### config.mk
export PLATFORM = sky130hd
export DESIGN_NAME = pwm_quad_group
export DESIGN_NICKNAME = d
export VERILOG_FILES = /design/src/rtl/pwm_grp_pkg.sv /design/src/rtl/pwm_shadow_regs.sv /design/src/rtl/pwm_counter.sv /design/src/rtl/pwm_pair_out.sv /design/src/rtl/pwm_quad_group.sv
export SDC_FILE = /design/constraint.sdc
export NUM_CORES = 1
export LEC_CHECK = 0
export ABC_AREA = 1
export BUFFER_PORTS_ARGS = -buffer_cell sky130_fd_sc_hd__clkbuf_2
export CORE_UTILIZATION = 42
export DETAILED_ROUTE_END_ITERATION = 16
export GPL_ROUTABILITY_DRIVEN = 0
export GPL_TIMING_DRIVEN = 1
export PLACE_DENSITY = 0.63
export SETUP_SLACK_MARGIN = 0.2
export SYNTH_ARGS = -nofsm -noshare
export SYNTH_HDL_FRONTEND = slang
export SYNTH_SLANG_ARGS = --single-unit
### constraint.sdc
create_clock -name clk -period 7.35 [get_ports clk]
set_clock_uncertainty 0.2 [all_clocks]
set_input_delay 1.1025 -clock clk [delete_from_list [all_inputs] [get_ports clk]]
set_output_delay 1.1025 -clock clk [all_outputs]
set_load 0.005 [all_outputs]
### src/rtl/pwm_grp_pkg.sv
package pwm_grp_pkg;
  localparam int ADDR_W   = 3;
  localparam int NUM_OUT  = 4;
  localparam int NUM_PAIR = NUM_OUT / 2;

  typedef enum logic [ADDR_W-1:0] {
    REG_PERIOD = 3'd0,
    REG_A_HI   = 3'd1,
    REG_A_LO   = 3'd2,
    REG_B_HI   = 3'd3,
    REG_B_LO   = 3'd4
  } reg_addr_e;

  localparam logic [ADDR_W-1:0] DUTY_BASE = REG_A_HI;
endpackage

### src/rtl/pwm_shadow_regs.sv
module pwm_shadow_regs
  import pwm_grp_pkg::*;
#(
  parameter int CNT_W = 16
) (
  input  logic                              clk,
  input  logic                              rst,
  input  logic                              wr_en,
  input  logic [ADDR_W-1:0]                 wr_addr,
  input  logic [CNT_W-1:0]                  wr_data,
  input  logic                              load_bound,
  input  logic                              load_mid,
  output logic [CNT_W-1:0]                  per_act,
  output logic [NUM_OUT-1:0][CNT_W-1:0]     duty_act
);
  logic [CNT_W-1:0] per_sh;

  always_ff @(posedge clk) begin
    if (rst) begin
      per_sh  <= '0;
      per_act <= '0;
    end else begin
      if (load_bound) per_act <= per_sh;
      if (wr_en && wr_addr == REG_PERIOD) per_sh <= wr_data;
    end
  end

  for (genvar i = 0; i < NUM_OUT; i++) begin : g_duty
    logic [CNT_W-1:0] duty_sh;
    logic             sel;
    assign sel = wr_en && (wr_addr == DUTY_BASE + ADDR_W'(i));

    always_ff @(posedge clk) begin
      if (rst) begin
        duty_sh     <= '0;
        duty_act[i] <= '0;
      end else begin
        if (load_bound || load_mid) duty_act[i] <= duty_sh;
        if (sel) duty_sh <= wr_data;
      end
    end
  end

  // actives move only at a permitted update point
  p_duty_hold_r8: assert property (@(posedge clk) disable iff (rst)
    (!load_bound && !load_mid) |=> $stable(duty_act));
  p_per_hold_r8: assert property (@(posedge clk) disable iff (rst)
    !load_bound |=> $stable(per_act));
endmodule

### src/rtl/pwm_counter.sv
module pwm_counter #(
  parameter int CNT_W = 16
) (
  input  logic             clk,
  input  logic             rst,
  input  logic             en,
  input  logic             center,
  input  logic             dbl,
  input  logic [CNT_W-1:0] per,
  output logic [CNT_W-1:0] cnt,
  output logic             load_bound,
  output logic             load_mid,
  output logic             start_stb,
  output logic             mid_stb
);
  localparam logic [CNT_W-1:0] ONE = CNT_W'(1);

  logic             down, nxt_down;
  logic [CNT_W-1:0] nxt_cnt;
  logic [CNT_W:0]   cnt_inc;

  assign cnt_inc = {1'b0, cnt} + {{CNT_W{1'b0}}, 1'b1};

  always_comb begin
    nxt_cnt    = cnt;
    nxt_down   = down;
    load_bound = 1'b0;
    load_mid   = 1'b0;
    if (!en) begin
      nxt_cnt    = '0;
      nxt_down   = 1'b0;
      load_bound = 1'b1;
    end else if (!center) begin
      nxt_down = 1'b0;
      if (cnt_inc >= {1'b0, per}) begin
        nxt_cnt    = '0;
        load_bound = 1'b1;
      end else begin
        nxt_cnt = cnt_inc[CNT_W-1:0];
      end
    end else if (down || cnt >= per) begin
      if (cnt <= ONE) begin
        nxt_cnt    = '0;
        nxt_down   = 1'b0;
        load_bound = 1'b1;
      end else begin
        nxt_cnt  = cnt - ONE;
        nxt_down = 1'b1;
      end
    end else begin
      nxt_cnt  = cnt_inc[CNT_W-1:0];
      nxt_down = 1'b0;
      load_mid = dbl && (cnt_inc == {1'b0, per});
    end
  end

  always_ff @(posedge clk) begin
    if (rst) begin
      cnt  <= '0;
      down <= 1'b0;
    end else begin
      cnt  <= nxt_cnt;
      down <= nxt_down;
    end
  end

  assign start_stb = en && !down && (cnt == '0);
  assign mid_stb   = en && center && !down && (cnt == per);

  // a disabled group restarts from zero
  p_hold_zero_r2: assert property (@(posedge clk) disable iff (rst)
    !en |=> cnt == '0);
  // sawtooth stays below the period
  p_edge_range_r3: assert property (@(posedge clk) disable iff (rst)
    (en && !center && per != '0) |-> cnt < per);
  // triangle never passes the period value
  p_center_range_r4: assert property (@(posedge clk) disable iff (rst)
    (en && center) |-> cnt <= per);
  // restart strobe lasts one cycle when the period exceeds one
  p_start_single_r10: assert property (@(posedge clk) disable iff (rst)
    (start_stb && per > ONE && $stable(en)) |=> !start_stb);
  p_mid_center_r10: assert property (@(posedge clk) disable iff (rst)
    mid_stb |-> center);
endmodule

### src/rtl/pwm_pair_out.sv
module pwm_pair_out #(
  parameter int CNT_W = 16
) (
  input  logic             en,
  input  logic             indep,
  input  logic [CNT_W-1:0] cnt,
  input  logic [CNT_W-1:0] per,
  input  logic [CNT_W-1:0] duty_hi,
  input  logic [CNT_W-1:0] duty_lo,
  output logic             out_hi,
  output logic             out_lo
);
  logic lvl_hi, lvl_lo;

  assign lvl_hi = (cnt < duty_hi) || (duty_hi >= per);
  assign lvl_lo = (cnt < duty_lo) || (duty_lo >= per);

  assign out_hi = en && lvl_hi;
  assign out_lo = en && (indep ? lvl_lo : !lvl_hi);

  // complementary pair never drives both sides alike
  always_comb begin
    if (en && !indep) begin
      p_pair_comp_r6: assert (out_hi != out_lo);
    end
  end
endmodule

### src/rtl/pwm_quad_group.sv
module pwm_quad_group
  import pwm_grp_pkg::*;
#(
  parameter int CNT_W = 16
) (
  input  logic                 clk,
  input  logic                 rst,
  input  logic                 en,
  input  logic                 center_mode,
  input  logic                 double_upd,
  input  logic [1:0]           pair_indep,
  input  logic                 wr_en,
  input  logic [2:0]           wr_addr,
  input  logic [CNT_W-1:0]     wr_data,
  output logic [3:0]           pwm_out,
  output logic                 period_start,
  output logic                 mid_point
);
  logic [CNT_W-1:0]              cnt, per_act;
  logic [NUM_OUT-1:0][CNT_W-1:0] duty_act;
  logic                          load_bound, load_mid;

  pwm_shadow_regs #(.CNT_W(CNT_W)) u_regs (
    .clk(clk), .rst(rst),
    .wr_en(wr_en), .wr_addr(wr_addr), .wr_data(wr_data),
    .load_bound(load_bound), .load_mid(load_mid),
    .per_act(per_act), .duty_act(duty_act)
  );

  pwm_counter #(.CNT_W(CNT_W)) u_cnt (
    .clk(clk), .rst(rst), .en(en),
    .center(center_mode), .dbl(double_upd), .per(per_act),
    .cnt(cnt), .load_bound(load_bound), .load_mid(load_mid),
    .start_stb(period_start), .mid_stb(mid_point)
  );

  for (genvar p = 0; p < NUM_PAIR; p++) begin : g_pair
    pwm_pair_out #(.CNT_W(CNT_W)) u_pair (
      .en(en), .indep(pair_indep[p]), .cnt(cnt), .per(per_act),
      .duty_hi(duty_act[2*p]), .duty_lo(duty_act[2*p+1]),
      .out_hi(pwm_out[2*p]), .out_lo(pwm_out[2*p+1])
    );
  end

  // disabled group is silent
  p_idle_low_r2: assert property (@(posedge clk) disable iff (rst)
    !en |-> (pwm_out == 4'b0 && !period_start && !mid_point));
  // one cycle after reset, nothing is driven
  p_reset_quiet_r1: assert property (@(posedge clk)
    rst |=> (pwm_out == 4'b0 && !mid_point));
endmodule

[After elaboration in Yosys (flattened, before gate mapping)]
Cells that the tools add are included.
Operators by class
  add/sub/neg operators: 2
  $lt $le $gt $ge: 11
  equal/unequal tests: 6
  muxes and demuxes: 15
  bitwise gates (word level): 3
  reductions and logical operators: 28
Operator list (count)
  16-bit greater-or-equal comparator: 5
  16-bit less-than comparator: 4
  16-bit two-way mux: 4
  16-bit by 1-bit adder with 17-bit output (second input constant): 1
  17-bit by 16-bit == test with 1-bit output: 1
  17-bit by 16-bit greater-or-equal comparator with 1-bit output: 1
  16-bit == test: 1
  16-bit by 1-bit less-or-equal comparator with 1-bit output (second input constant): 1
  16-bit logical NOT: 1
  16-bit by 1-bit subtractor with 16-bit output (second input constant): 1
  1-bit logical AND: 15
  1-bit two-way mux: 11
  3-bit by 2-bit == test with 1-bit output (second input constant): 2
  1-bit logical OR: 6
  4-bit OR reduction: 1
  3-bit by 1-bit == test with 1-bit output (second input constant): 1
  3-bit == test (second input constant): 1
  1-bit logical NOT: 3
  3-bit logical NOT: 1
  1-bit inverter: 3
  2-bit OR reduction: 1
Word-level totals
  flip-flop bits (word level): 177
  bits of input ports: 27
  output and inout bits: 6
  logic and storage cells: 77

[Longest topological paths before layout]
  depth after elaboration: 7
  gate-level depth with buffers: 25
  depth with buffers taken out: 23

[Modules after synthesis]
A second synthesis with hierarchy kept.
Second synthesis, totals
  cell total of the unflattened synthesis: 1771
  area total of the unflattened synthesis: 11877.6 sq um
Modules (own cells, without submodules)
  pwm_shadow_regs: times used 1, cells an instance 811, area each 6010.8 sq um, sequential area each 3203.1 sq um
  pwm_pair_out: times used 2, cells an instance 251, area each 1595.3 sq um, sequential area each 0.0 sq um
  pwm_counter: times used 1, cells an instance 458, area each 2676.3 sq um, sequential area each 340.3 sq um

[Worst setup path after synthesis]
Ideal clock, no wire load.
  path kind: input to output
  start: input en
  end: output mid_point
  data arrival time: 2129 ps
  data required time: 6048 ps
  path slack: 3918 ps
  stages on the path: 5
  buffers on the path: 3
  cell sequence: buf_2 -> clkbuf_1 -> clkbuf_1 -> nand2_1 -> nor3_1
Between the ends
  cells in the longest elaborated chain, start to end: 3
Ends and longest elaborated chain
  from (decl): line pwm_quad_group.sv:8  | input logic en,
  1-bit logical AND (3 in series): line pwm_counter.sv:68  | assign mid_stb = en && center && !down && (cnt == per);
  to (decl): line pwm_quad_group.sv:17  | output logic mid_point
Every way passes these cells.

[Worst setup path in the final report]
  start: register u_cnt.cnt[2]
  end: register u_regs.duty_act[12] (netlist name)
Between the ends
  cells in the longest elaborated chain, start to end: 7
  elaborated cells on any way between the ends: 16
  those cells by class: 1 x add/sub; 3 x order compare; 1 x eq/ne; 8 x mux; 3 x reduce/logical
Ends and longest elaborated chain
  from (decl): line pwm_counter.sv:10  | output logic [CNT_W-1:0] cnt,
  from (signal assigned): line pwm_counter.sv:62  | cnt <= nxt_cnt;
  branches (longest 6 deep; another with 16-bit by 1-bit adder with 17-bit output)
  1-bit logical OR *: line pwm_shadow_regs.sv:38  | if (load_bound || load_mid) duty_act[i] <= duty_sh;
  to (signal, indexed assignment): line pwm_shadow_regs.sv:38
  to (decl): line pwm_shadow_regs.sv:14  | output logic [NUM_OUT-1:0][CNT_W-1:0] duty_act
Mark *: on every way between the ends.
A chain may end at the register's enable or synchronous reset.

==> flow_summary.json <==
{
  "htreeDepth": 4,
  "leakagePower_nw": 6.13,
  "slew_headroom": 0.280,
  "diodes": 0,
  "worstPathRequired_ns": 7.53,
  "grt_antenna_before_repair": 0,
  "grt_pass1_vias": 9685,
  "crit_family": "simple AND/OR/NAND/NOR gates",
  "wl_met2_um": 14000,
  "cap_viol_max_count": 0,
  "arrival_ns": 5.20,
  "p_per_area_nw_per_um2": 528,
  "via_per_inst": 5.19,
  "clk_latency_ns": 0.44,
  "reg2reg_slack_ns": 2.33,
  "syn_to_final_growth_pct": 7.64,
  "period_share": 0.684,
  "core.rowCount": 60,
  "crit_chain": "nand3_1, nor2_1, inv_1, nor2_1, nand2_1, nor2_1, nand3_1, nor2_1, xor2_1, ha_1, inv_1, nor2_1, nand2_1, nor2_1, nand2_1, nand3_1, nor2_2, nand2_2, nand3_4, nand3_4, nand2_1, inv_1, nor2_1",
  "path_class": "flip-flop to flip-flop",
  "wl_um": 32000,
  "detail-route-antenna-nets": 0,
  "clock_sinks": 177,
  "track_usage": 0.232,
  "final.setup.worst_slack_ns": 2.33,
  "crit_buf_inv": 3,
  "hold_violations": 0,
  "grt_overflow": 0,
  "dieArea_um2": 28200,
  "hold_start": "u_regs.g_duty[2].duty_sh[4]",
  "finalSetupTns_ns": 0,
  "setup_violations": 0,
  "cts_tree": "built",
  "rsz0062_at_grt": "false",
  "drc": 0,
  "cts_buffer_depth": 2,
  "async_reset_ff_frac": 0,
  "postSynthAreaPerCell_um2": 6.94,
  "clock.fmax_mhz": 199,
  "yosysTopAreaCell": "dfxtp_1",
  "slew_violations": 0,
  "synth_cell_type_count": 37,
  "slowest_stage": "nand3_4",
  "coreArea_um2": 27000,
  "routedWlPerCell_um": 15.9,
  "synth_seq_cells": 177,
  "die_h_um": 168,
  "yosysSeqAreaShare": 0.306,
  "endpoint_kind": "flip-flop",
  "worst-slew-pin-transition_ns": 1.08,
  "syn_area_um2": 11600,
  "start_util": 0.429,
  "post-place-ws_ns": 2.42,
  "synth_edf_count": 0,
  "vias": 10400,
  "synth_flop_cell": "dfxtp_1",
  "netlist_instances": 1666,
  "synth_warnings": 0,
  "worstRegToRegCells": 23,
  "layout-drive-gt1-share": 0.0737,
  "drtIter0Drc": 961,
  "reg2reg_to": "u_regs.duty_act[12]",
  "status": "completed",
  "irDropWorstVdd_v": 0.000449,
  "grt_max_degree": 79,
  "clk_pin_slew_ns": 0.08,
  "crit_path_frequent_cell": "nor2_1",
  "met1_length_um": 15600,
  "synth_area_leaders": "dfxtp_1 31%, ha_1 17%, nand2_1 9.5%",
  "syn_nets": 1853,
  "grt_pass1_wl_um": 51500,
  "routed.top_layer": "met4",
  "cts-root-buf": "clkbuf_16",
  "dr_wl_met3_um": 1810,
  "postCtsSetupBuffers": 0,
  "io_pins": 33,
  "hold_class": "flip-flop to flip-flop",
  "r2r-start": "u_cnt.cnt[2]",
  "min_period_ns": 5.02,
  "portBuffers": 32,
  "postCtsHoldBufs": 0,
  "drt_pass1_iterations": 7,
  "cts_buffers": 17,
  "hold_end": "u_regs.g_duty[2].duty_sh[4]",
  "hold_depth": 2,
  "die_w_um": 168,
  "startpoint_type": "flip-flop",
  "hpwl_um": 23200,
  "fin_nets": 1844,
  "crit_path_max_fanout": 66,
  "cp_slowest_stage_delay_ns": 0.85,
  "yosys.area.top_type_share": 0.306,
  "cts_resized": 0
}
## worst register-to-register path, delay by kind of cell (launching register included)
kind | cells | cell delay (ns)
flip-flops | 1 | 0.64
buffers and inverters | 3 | 0.23
XOR/XNOR | 1 | 0.22
adder cells (fa/ha/maj) | 1 | 0.26
AND/OR/NAND/NOR | 18 | 3.41
## per-stage QoR
stage               instance area [µm²]  std cells  hold WS [ns]  utilization  power, mW
global route                      12400       2011         0.270        0.462       7.27
floorplan                         11600       1666         0.230            -       4.69
CTS                               12400       2011         0.257        0.462       6.57
detailed placement                11800       1979         0.244        0.439       5.59
global placement                  11800       1979         0.240        0.439       5.51
finish                            12400       2011         0.256        0.462       6.57
## cells in the final DEF, fill, tap and decap left out, types with 2 or more instances in the layout
cell	n
o21ai_0	130
clkbuf_2	32
nand3_1	53
and3_1	3
xor2_1	20
nand3b_1	5
buf_4	7
inv_1	257
nand3_4	3
nand2_1	294
o21a_1	6
o21ai_1	5
nand4_1	74
inv_6	4
o22ai_1	2
dfxtp_1	177
nor2_4	2
o211ai_1	3
clkbuf_16	17
inv_2	35
ha_1	160
nor2_2	3
a21oi_1	147
a21boi_0	2
nand2_2	5
nor3_1	8
nor2_1	196
clkinv_8	8
## cells in the mapped netlist, drive strengths merged (20+ instances only)
cell type	instances
nand2	300
inv	293
nor2	201
dfxtp	177
ha	160
a21oi	147
o21ai	135
nand4	74
nand3	57
buf	39
clkbuf	28
xor2	20
## power breakdown
group / switching (mW) / internal, mW
Combinational: 2.76 / 1.43
Clock: 0.477 / 0.472
Sequential: 0.216 / 1.22
Total: 3.45 / 3.12
## state kept, by name (all words and copies together) (netlist names)
| name | count |
|---|---|
| u_regs.per_act | 16 |
| u_cnt.down | 1 |
| u_regs.duty_act | 64 |
| u_cnt.cnt | 16 |
| u_regs.per_sh | 16 |
| u_regs.g_duty.duty_sh | 64 |
## cell type report
class / instances / area, µm²
Multi-Input combinational cell: 1128 / 6530
Tap cell: 341 / 427
Sequential cell: 177 / 3540
Clock inverter: 14 / 185
Fill cell: 2736 / 14500
Timing Repair Buffer: 39 / 213
Inverter: 294 / 1100
Clock buffer: 18 / 439
## worst max path at each step
stage / from / cells after the start / slack [ns] / to
3_3_place_gp: u_cnt.cnt[2] / 23 / 2.56 / u_regs.duty_act[51]
6_report: u_cnt.cnt[2] / 23 / 2.33 / u_regs.duty_act[12]
4_1_cts: u_cnt.cnt[2] / 23 / 2.38 / u_regs.duty_act[17]
5_1_grt: u_cnt.cnt[2] / 23 / 1.74 / u_regs.duty_act[17]
3_5_place_dp: u_cnt.cnt[2] / 23 / 2.42 / u_regs.duty_act[17]
2_1_floorplan: en / 5 / 3.92 / mid_point
## cells by family (layout without fill, tap and decap cells)
group / after synthesis / after routing / synth area share
simple gates: 652 / 652 / 0.245
xor+xnor: 20 / 20 / 0.0152
flops: 177 / 177 / 0.306
fa+ha+maj: 160 / 160 / 0.173
buf+inv: 361 / 365 / 0.128
compound gates: 296 / 296 / 0.131
## layer usage
| layer | vias to the layer above | global-route usage |
|---|---|---|
| met5 | - | 0 |
| met4 | 0 | 0.0578 |
| met3 | 43 | 0.0320 |
| met2 | 304 | 0.368 |
| met1 | 4743 | 0.331 |
| li1 | 5353 | - |
No activity file was read; power rests on OpenSTA's default activity.
